[config.mk]
export PLATFORM = sky130hd
export DESIGN_NAME = pinmux_ctl
export DESIGN_NICKNAME = d
export VERILOG_FILES = /design/src/rtl/pinmux_pkg.sv /design/src/rtl/pinmux_regs.sv /design/src/rtl/pinmux_sync.sv /design/src/rtl/pinmux_route.sv /design/src/rtl/pinmux_ctl.sv
export SDC_FILE = /design/constraint.sdc
export NUM_CORES = 1
export LEC_CHECK = 0
export ABC_CLOCK_PERIOD_IN_PS = 2200
export BUFFER_PORTS_ARGS = -buffer_cell sky130_fd_sc_hd__buf_2
export CORE_ASPECT_RATIO = 1.1
export CORE_MARGIN = 2
export CORE_UTILIZATION = 45
export DETAILED_ROUTE_END_ITERATION = 8
export PLACE_DENSITY = 0.7
export SLEW_MARGIN = 15
export SYNTH_ARGS = -nofsm -noshare
export SYNTH_HDL_FRONTEND = slang
export SYNTH_SLANG_ARGS = --single-unit
[constraint.sdc]
create_clock -name clk -period 2.2 [get_ports clk]
set_input_delay 0.22 -clock clk [delete_from_list [all_inputs] [get_ports clk]]
set_output_delay 0.22 -clock clk [all_outputs]
set_load 0.02 [all_outputs]
[src/rtl/pinmux_pkg.sv]
package pinmux_pkg;
  localparam int DW = 8;
  localparam int AW = 8;

  localparam logic [AW-1:0] ADDR_ROUTE = 8'h10;
  localparam logic [AW-1:0] ADDR_WPCTL = 8'h11;
  localparam logic [AW-1:0] ADDR_BANK  = 8'h40;

  localparam logic [DW-1:0] RST_ROUTE = 8'h52;
  localparam logic [DW-1:0] RST_WPCTL = 8'h04;
  localparam logic [DW-1:0] RST_BANK  = 8'hC0;

  // pad positions on pad_i
  localparam int PAD_PIN10 = 0;
  localparam int PAD_PIN17 = 1;
  localparam int NUM_PADS  = 2;

  // select codes that map to a pad
  localparam logic [1:0] SEL2_PIN10 = 2'b10;
  localparam logic [2:0] SEL3_PIN17 = 3'b100;

  typedef struct packed {
    logic       oe_from_mem;
    logic [1:0] bank0_sel;
    logic [1:0] bank1_sel;
    logic       pd_enable;
    logic [1:0] pd_sel;
  } route_cfg_t;

  typedef struct packed {
    logic [2:0] spare;
    logic       wp_stored;
    logic       wp_from_pad;
    logic [2:0] wp_sel;
  } wp_cfg_t;
endpackage

[src/rtl/pinmux_regs.sv]
module pinmux_regs
  import pinmux_pkg::*;
(
  input  logic          clk,
  input  logic          rst,
  input  logic          wr_en,
  input  logic [AW-1:0] wr_addr,
  input  logic [DW-1:0] wr_data,
  input  logic [AW-1:0] rd_addr,
  output logic [DW-1:0] rd_data,
  output route_cfg_t    route_q,
  output wp_cfg_t       wpctl_q,
  output logic [DW-1:0] bank_q
);
  always_ff @(posedge clk) begin
    if (rst) begin
      route_q <= route_cfg_t'(RST_ROUTE);
      wpctl_q <= wp_cfg_t'(RST_WPCTL);
      bank_q  <= RST_BANK;
    end else if (wr_en) begin
      unique case (wr_addr)
        ADDR_ROUTE: route_q <= route_cfg_t'(wr_data);
        ADDR_WPCTL: wpctl_q <= wp_cfg_t'(wr_data);
        ADDR_BANK:  bank_q  <= wr_data;
        default: ;
      endcase
    end
  end

  always_comb begin
    unique case (rd_addr)
      ADDR_ROUTE: rd_data = DW'(route_q);
      ADDR_WPCTL: rd_data = DW'(wpctl_q);
      ADDR_BANK:  rd_data = bank_q;
      default:    rd_data = '0;
    endcase
  end
endmodule

[src/rtl/pinmux_sync.sv]
module pinmux_sync #(
  parameter int WIDTH  = 2,
  parameter int STAGES = 2
) (
  input  logic             clk,
  input  logic             rst,
  input  logic [WIDTH-1:0] async_i,
  output logic [WIDTH-1:0] sync_o
);
  localparam int LAST = STAGES - 1;

  for (genvar g = 0; g < WIDTH; g++) begin : g_pad
    logic [STAGES-1:0] chain_q;
    always_ff @(posedge clk) begin
      if (rst) chain_q <= '0;
      else     chain_q <= {chain_q[STAGES-2:0], async_i[g]};
    end
    assign sync_o[g] = chain_q[LAST];
  end
endmodule

[src/rtl/pinmux_route.sv]
module pinmux_route
  import pinmux_pkg::*;
(
  input  logic                clk,
  input  logic                rst,
  input  route_cfg_t          route_q,
  input  wp_cfg_t             wpctl_q,
  input  logic [DW-1:0]       bank_q,
  input  logic [NUM_PADS-1:0] pad_s,
  output logic [1:0]          bank_en_q,
  output logic                pdown_q,
  output logic                wp_q
);
  localparam int NBANK = 2;

  // level of the pad picked by a 2-bit code, or the given idle level
  function automatic logic pick2(input logic [1:0] code,
                                 input logic [NUM_PADS-1:0] p,
                                 input logic idle);
    return (code == SEL2_PIN10) ? p[PAD_PIN10] : idle;
  endfunction

  function automatic logic pick3(input logic [2:0] code,
                                 input logic [NUM_PADS-1:0] p,
                                 input logic idle);
    return (code == SEL3_PIN17) ? p[PAD_PIN17] : idle;
  endfunction

  logic [1:0] bank_sel [NBANK];
  logic [NBANK-1:0] bank_pad, bank_mem, bank_d;
  logic pd_level, pdown_d, wp_d;

  assign bank_sel[0] = route_q.bank0_sel;
  assign bank_sel[1] = route_q.bank1_sel;

  for (genvar b = 0; b < NBANK; b++) begin : g_bank
    // idle level of an enable is 0 (bank off)
    assign bank_pad[b] = pick2(bank_sel[b], pad_s, 1'b0);
    assign bank_mem[b] = bank_q[DW-NBANK+b];
  end

  always_comb begin
    // power-down pad is active low; idle level is high (not asserted)
    pd_level = pick2(route_q.pd_sel, pad_s, 1'b1);
    pdown_d  = route_q.pd_enable & ~pd_level;
    bank_d   = route_q.oe_from_mem ? bank_mem : bank_pad;
    if (pdown_d) bank_d = '0;
    wp_d = wpctl_q.wp_from_pad ? pick3(wpctl_q.wp_sel, pad_s, 1'b0)
                               : wpctl_q.wp_stored;
  end

  always_ff @(posedge clk) begin
    if (rst) begin
      bank_en_q <= '0;
      pdown_q   <= 1'b0;
      wp_q      <= 1'b0;
    end else begin
      bank_en_q <= bank_d;
      pdown_q   <= pdown_d;
      wp_q      <= wp_d;
    end
  end
endmodule

[src/rtl/pinmux_ctl.sv]
module pinmux_ctl
  import pinmux_pkg::*;
#(
  parameter int SYNC_STAGES = 2
) (
  input  logic                clk,
  input  logic                rst,
  input  logic                wr_en,
  input  logic [AW-1:0]       wr_addr,
  input  logic [DW-1:0]       wr_data,
  input  logic [AW-1:0]       rd_addr,
  output logic [DW-1:0]       rd_data,
  input  logic [NUM_PADS-1:0] pad_i,
  input  logic                prog_req_i,
  output logic                prog_go_o,
  input  logic                shift_en_i,
  output logic                shift_en_o,
  output logic [1:0]          bank_en_o,
  output logic                pdown_o,
  output logic                wp_o
);
  route_cfg_t          route_q;
  wp_cfg_t             wpctl_q;
  logic [DW-1:0]       bank_q;
  logic [NUM_PADS-1:0] pad_s;

  pinmux_regs u_regs (
    .clk     (clk),
    .rst     (rst),
    .wr_en   (wr_en),
    .wr_addr (wr_addr),
    .wr_data (wr_data),
    .rd_addr (rd_addr),
    .rd_data (rd_data),
    .route_q (route_q),
    .wpctl_q (wpctl_q),
    .bank_q  (bank_q)
  );

  pinmux_sync #(.WIDTH(NUM_PADS), .STAGES(SYNC_STAGES)) u_sync (
    .clk     (clk),
    .rst     (rst),
    .async_i (pad_i),
    .sync_o  (pad_s)
  );

  pinmux_route u_route (
    .clk       (clk),
    .rst       (rst),
    .route_q   (route_q),
    .wpctl_q   (wpctl_q),
    .bank_q    (bank_q),
    .pad_s     (pad_s),
    .bank_en_q (bank_en_o),
    .pdown_q   (pdown_o),
    .wp_q      (wp_o)
  );

  assign prog_go_o  = prog_req_i & ~wp_o;
  assign shift_en_o = shift_en_i;
endmodule

==> flow_metrics.py, run 1 <==
metrics = {
    "outcome": {
        "status": "completed",
    },
    "global_route": {
        "grt_pass1_vias": 1237,
        "grt.overflow.total": 0,
        "grt_pass1_wl_um": 5600,
        "antenna_found_initial": 0,
        "grt.total_usage_pct": 19.5,
        "grt_max_degree": 43,
    },
    "floorplan": {
        "ios": 45,
        "die_h_um": 64.9,
        "start_util_pct": 46.4,
        "die_x_um": 59.4,
        "rows": 22,
        "coreArea_um2": 3280,
        "dieArea_um2": 3860,
    },
    "critical_path": {
        "slowest_delay_ns": 0.70,
        "startpoint_type": "input pin",
        "cp_slowest_cell": "or4b_1",
        "crit_chain": "buf_2 > or4b_1 > nor3_2 > buf_4 > a221o_1 > buf_2",
        "criticalPathCategory": "input pin to output pin",
        "path_common_cell": "buf_2",
        "critPathBufInv": 3,
        "crit_family": "simple AND/OR/NAND/NOR gates",
        "crit_required_ns": 1.98,
        "crit_fanout": 9,
        "arrival_ns": 1.75,
        "worstSetupEndpointType": "output pin",
    },
    "synthesis": {
        "syn_area_um2": 1520,
        "yosys.area.top_type": "dfxtp_1",
        "ys_warn_count": 0,
        "syn_avg_cell_area_um2": 9.55,
        "synthTopCellsByArea": "dfxtp_1 42%, mux2i_1 14%, nand2b_1 12%",
        "synth_cells": 159,
        "synth_top_area_share_pct": 42.2,
        "ys_seq_area_share_pct": 42.2,
        "ys_ff_latch": 32,
        "ys_types": 29,
        "syn_nets": 190,
    },
    "timing": {
        "fmax_mhz": 508,
        "hold_viol": 0,
        "setup_viol": 0,
        "relSlewSlack_pct": 61.7,
        "finClkSkew_ns": 0.00803,
        "post-route-period-util_pct": 89.5,
        "min_period_ns": 1.97,
        "setup_tns_ns": 0,
        "worst_slew_pin_slew_ns": 0.575,
        "rsz0062_at_grt": "false",
        "slew_violations": 0,
    },
    "detailed_routing": {
        "drt-total-wl_um": 3400,
        "drc_errors": 0,
        "vias_per_cell": 5.37,
        "wire_per_inst_um": 14.2,
        "drtPass1Iterations": 4,
        "postRouteAntennaNets": 0,
        "drtIter0Drc": 39,
        "num_vias": 1288,
    },
    "clocking": {
        "post-cts-setup-buffers": 0,
        "insertion_delay_ns": 0.34,
        "cts-root-buf": "clkbuf_4",
        "cts_resized": 0,
        "htree_num_levels": 2,
        "path_clk_slew_ns": 0.10,
        "cts_hold_buf": 0,
        "cts_tree": "built",
        "cts_inserted_buffers": 5,
        "cts_buffer_depth": 2,
        "clkSinkCount": 32,
    },
    "power_and_ir_drop": {
        "seqPwrFrac_pct": 52.8,
        "p_per_area_nw_per_um2": 604,
        "ir_drop_mv": 0.482,
        "p_int_mw": 0.862,
        "power_mw": 1.11,
        "swShare_pct": 22.2,
        "p_leak_nw": 0.807,
        "p_switching_mw": 0.247,
        "p_clk_share_pct": 39.9,
        "combPwrFrac_pct": 7.3,
    },
    "cells_and_area": {
        "diodes": 0,
        "n_fill_cell": 309,
        "area_growth_pct": 20.9,
        "stdcell_count": 240,
        "multi_input_area_um2": 793,
        "fin_nets": 234,
        "drive_gt1_share_pct": 28.4,
        "ff_latch_area_um2": 641,
    },
    "place": {
        "portBuffers": 42,
        "dp_hpwl_um": 2520,
        "placed_cells_incl_taps": 232,
        "place.gp.congestion": 0.834,
    },
    "min_path": {
        "min_path_type": "input pin to flip-flop",
    },
    "run": {
        "maxCapViolCount": 0,
    },
}
[final timing paths]
| kind | startpoint | endpoint | slack, ns | cells past startpoint |
|---|---|---|---|---|
| setup reg to reg | u_regs.route_q[7]$_SDFFE_PP0P_ | u_route.bank_en_q[0]$_SDFF_PP0_ | 1.31 | 3 |
| hold / removal | pad_i[1] | u_sync.g_pad[1].chain_q[0]$_SDFF_PP0_ | 0.08 | 2 |
| hold reg to reg | u_sync.g_pad[0].chain_q[0]$_SDFF_PP0_ | u_sync.g_pad[0].chain_q[1]$_SDFF_PP0_ | 0.44 | 1 |
| setup / recovery | rd_addr[7] | rd_data[7] | 0.23 | 6 |
[state kept, by name (all words and copies together), names as in the netlist]
signal,count
u_regs.bank_q,8
u_regs.route_q,8
u_regs.wpctl_q,8
u_sync.g_pad.chain_q,4
u_route.bank_en_q,2
u_route.pdown_q,1
u_route.wp_q,1
[placed cells by master, fill, tap and decap left out, drive strengths merged, types with 2 or more instances in the layout]
master	count
nor3	10
a31oi	2
a32oi	2
clkbuf	6
nor2	13
a221o	8
a211o	2
nand2b	29
inv	9
nor2b	6
nor4	2
buf	47
mux2i	22
nand4	2
dfxtp	32
[power by group through the flow]
stage | Sequential [mW] | Clock [mW] | Combinational, mW
after floorplan | 0.600 | 0 | 0.0439
after detailed placement | 0.599 | 0 | 0.0813
after CTS | 0.586 | 0.450 | 0.0814
after global placement | 0.599 | 0 | 0.0790
final | 0.586 | 0.442 | 0.0810
after global routing | 0.586 | 0.469 | 0.0898
[metal layers]
layer / routed length [um] / track usage, %
met5: 0 / 0
met4: 72 / 11.1
met3: 199 / 5.79
met2: 1660 / 32.3
met1: 1470 / 21.7
[synth_stat cells]
library cell	count
nand3_1	1
a21oi_1	1
dfxtp_1	32
and4_1	1
nand2b_1	29
nor4_4	1
nand4_1	2
and3_1	1
a31oi_1	2
mux2i_1	22
nor2_1	13
clkbuf_1	6
nor3_2	1
nand4bb_1	1
a221o_1	8
a211o_1	2
or3_2	1
and4b_1	1
buf_6	1
nor3_1	9
nor3b_1	1
buf_4	1
or4_4	1
a32oi_1	2
inv_1	9
nor2b_1	6
nor4_1	1
buf_2	2
or4b_1	1
[cell type report]
type                    instances  share of cell area (%)
clock buffers                   6                    2.25
clock inverters                 2                    1.91
inverters                       9                    1.84
multi-input cells             108                    43.2
flip-flops and latches         32                    34.9
well taps                      36                    2.45
repair buffers                 47                    13.5
[metrics by stage]
step	instance area, um2	setup slack [ns]	hold WS, ns	util [%]
floorplan	1520	0.433	0.338	-
global placement	1760	0.271	0.418	53.7
detailed placement	1760	0.253	0.423	53.7
CTS	1840	0.248	0.0719	56.1
global route	1840	0.188	0.0768	56.1
finish	1840	0.231	0.0776	56.1
[cells by family after synthesis]
group	count (synthesis)	synth area share, %
flip-flops	32	42.2
AND/OR/NAND/NOR	71	29.0
multiplexers	22	14.5
AO/OA/AOI/OAI	15	8.73
buffers and inverters	19	5.60
No activity file was read; power rests on OpenSTA's default activity.
==> run 2: changes to the inputs <==
- ABC_AREA: not set -> 1
- CTS_CLUSTER_DIAMETER: not set -> 100
- GPL_TIMING_DRIVEN: not set -> 0
- PLACE_DENSITY: 0.7 -> 0.69
==> run 2 against run 1 <==
Power grew 6.1%. Clock skew shrank 0.0053 ns. Sequential cell count is the same. Clock power grew 5.2%. Worst hold slack gained 0.054 ns. Fmax grew 35%. Sequential share of layout area shrank 3.4 points. Highest routed layer unchanged.
==> flow_metrics.py, run 2 <==
metrics = {
    "outcome": {
        "status": "completed",
    },
    "floorplan": {
        "die_h_um": 67.7,
        "ios": 45,
        "die_x_um": 61.9,
        "dieArea_um2": 4190,
        "coreArea_um2": 3600,
        "start_util_pct": 46.2,
        "rows": 23,
    },
    "synthesis": {
        "synth_most_common_cell": "nand3_1",
        "ys_ff_latch": 32,
        "syn_avg_cell_area_um2": 6.84,
        "ys.flop_type": "dfxtp_1",
        "async_reset_ff_share_pct": 0,
        "synth_edf_count": 0,
        "ys_seq_area_share_pct": 38.6,
        "syn_area_um2": 1660,
        "ys_types": 19,
        "yosys.area.top_type": "dfxtp_1",
        "synth_cells": 243,
        "synth_commonest_cells": "68 x nand3_1, 40 x nor2_1, 37 x nand2_1",
        "synthTopCellsByArea": "dfxtp_1 39%, nand3_1 20%, nor2_1 9.0%",
        "synth_top_area_share_pct": 38.6,
        "syn_nets": 274,
        "ys_warn_count": 0,
    },
    "min_path": {
        "min_path_type": "input pin to flip-flop",
        "hold_depth": 3,
        "worstHoldEndpoint": "u_sync.g_pad[0].chain_q[0]$_SDFF_PP0_",
        "hold_start": "pad_i[0]",
    },
    "timing": {
        "hold_viol": 0,
        "worst_slew_pin_slew_ns": 0.494,
        "min_period_ns": 1.46,
        "fmax_mhz": 683,
        "relSlewSlack_pct": 67.0,
        "post-route-period-util_pct": 66.5,
        "slew_violations": 0,
        "rsz0062_at_grt": "false",
        "setup_viol": 0,
        "setup_tns_ns": 0,
        "finClkSkew_ns": 0.00278,
    },
    "critical_path": {
        "worstSetupEndpointType": "output pin",
        "r2r-end": "u_route.bank_en_q[0]$_SDFF_PP0_",
        "crit_required_ns": 1.98,
        "criticalPathCategory": "input pin to output pin",
        "crit-reg2reg-launch": "u_regs.route_q[7]$_SDFFE_PP0P_",
        "arrival_ns": 1.24,
        "crit_fanout": 8,
        "r2r_cells": 5,
        "regToRegSetupSlack_ns": 1.32,
        "startpoint_type": "input pin",
    },
    "global_route": {
        "grt_pass1_wl_um": 6470,
        "grt.overflow.total": 0,
        "grt_pass1_vias": 1396,
        "grt.total_usage_pct": 21.4,
        "grtUsageMet1_pct": 28.1,
        "met2_usage_pct": 34.2,
        "grt_max_degree": 11,
        "use_met3_pct": 4.98,
        "antenna_found_initial": 0,
        "top_usage_layer": "met2",
    },
    "cells_and_area": {
        "mostFrequentLayoutCells": "68 x nand3_1, 45 x buf_2, 40 x nor2_1",
        "reg_top3": "u_regs.bank_q: 8 flops, u_regs.route_q: 8 flops, u_regs.wpctl_q: 8 flops",
        "drive_gt1_share_pct": 26.9,
        "diodes": 0,
        "final_common_cell": "nand3_1",
        "fin_nets": 324,
        "stdcell_count": 344,
        "area_growth_pct": 22.3,
        "n_fill_cell": 365,
    },
    "power_and_ir_drop": {
        "combPwrFrac_pct": 10.6,
        "p_per_area_nw_per_um2": 579,
        "p_clk_share_pct": 39.5,
        "swShare_pct": 24.9,
        "p_int_mw": 0.883,
        "p_leak_nw": 1.02,
        "ir_drop_mv": 0.261,
        "seqPwrFrac_pct": 49.9,
        "p_switching_mw": 0.293,
    },
    "clocking": {
        "cts_hold_buf": 0,
        "htree_num_levels": 2,
        "clkSinkCount": 32,
        "cts-root-buf": "clkbuf_8",
        "cts_inserted_buffers": 5,
        "cts_tree": "built",
        "cts_buffer_depth": 2,
        "post-cts-setup-buffers": 0,
        "insertion_delay_ns": 0.28,
        "cts_resized": 0,
        "path_clk_slew_ns": 0.07,
    },
    "detailed_routing": {
        "num_vias": 1689,
        "drtPass1Iterations": 4,
        "drtIter0Drc": 97,
        "drc_errors": 0,
        "wire_per_inst_um": 11.7,
        "vias_per_cell": 4.91,
        "postRouteAntennaNets": 0,
        "drt-total-wl_um": 4030,
    },
    "run": {
        "maxCapViolCount": 0,
    },
    "place": {
        "place.gp.congestion": 0.780,
        "portBuffers": 43,
        "placed_cells_incl_taps": 336,
        "dp_hpwl_um": 3160,
    },
}
==> run 2: how the worst max path moves through the flow <==
stage | from | to | cells after the start
final | rd_addr[3] | rd_data[2] | 6
after global routing | rd_addr[3] | rd_data[2] | 6
after CTS | rd_addr[3] | rd_data[2] | 6
after detailed placement | rd_addr[3] | rd_data[1] | 7
after global placement | rd_addr[3] | rd_data[2] | 6
after floorplan | rd_addr[3] | rd_data[1] | 5
==> run 2: power by group through the flow <==
stage	combinational (mW)	sequential [mW]	clock, mW
floorplan	0.0749	0.601	0
global placement	0.124	0.600	0
detailed placement	0.125	0.601	0
CTS	0.125	0.587	0.476
global route	0.141	0.587	0.511
finish	0.125	0.587	0.465
==> run 2: area by class of cell <==
class / count / area (um2) / area share [%]
multi-input cells: 173 / 838 / 41.3
flip-flops and latches: 32 / 641 / 31.5
repair buffers: 43 / 215 / 10.6
inverters: 27 / 101 / 4.99
clock buffers: 6 / 82.6 / 4.06
plain buffers: 11 / 81.3 / 4.00
well taps: 50 / 62.6 / 3.08
clock inverters: 2 / 10.0 / 0.493
==> run 2: logic make-up (layout without fill, tap and decap cells) <==
| logic type | count (synthesis) | in the layout | synth area share (%) |
|---|---|---|---|
| buf+inv | 38 | 89 | 11.0 |
| simple gates | 157 | 157 | 45.6 |
| compound gates | 16 | 16 | 4.82 |
| flops | 32 | 32 | 38.6 |
==> run 2: layer usage <==
metal | vias to the layer above | routed length [um]
li1 | 878 | -
met1 | 743 | 1790
met2 | 61 | 1900
met3 | 7 | 269
met4 | 0 | 70
met5 | - | 0
==> run 2: per-stage QoR <==
step | setup WS, ns | utilization, % | hold slack, ns | area, um2 | total power, mW
final | 0.737 | 56.5 | 0.131 | 2030 | 1.18
after global routing | 0.630 | 56.5 | 0.140 | 2030 | 1.24
after CTS | 0.733 | 56.5 | 0.129 | 2030 | 1.19
after detailed placement | 0.736 | 53.9 | 0.400 | 1940 | 0.725
after global placement | 0.741 | 53.9 | 0.389 | 1940 | 0.724
after floorplan | 0.968 | - | 0.291 | 1660 | 0.676
==> run 2: worst max-delay path, stage by stage <==
cell	delay [ns]
buf_2	0.10
or2_4	0.27
nor2_2	0.27
nand3_1	0.13
nand3_1	0.09
buf_2	0.16
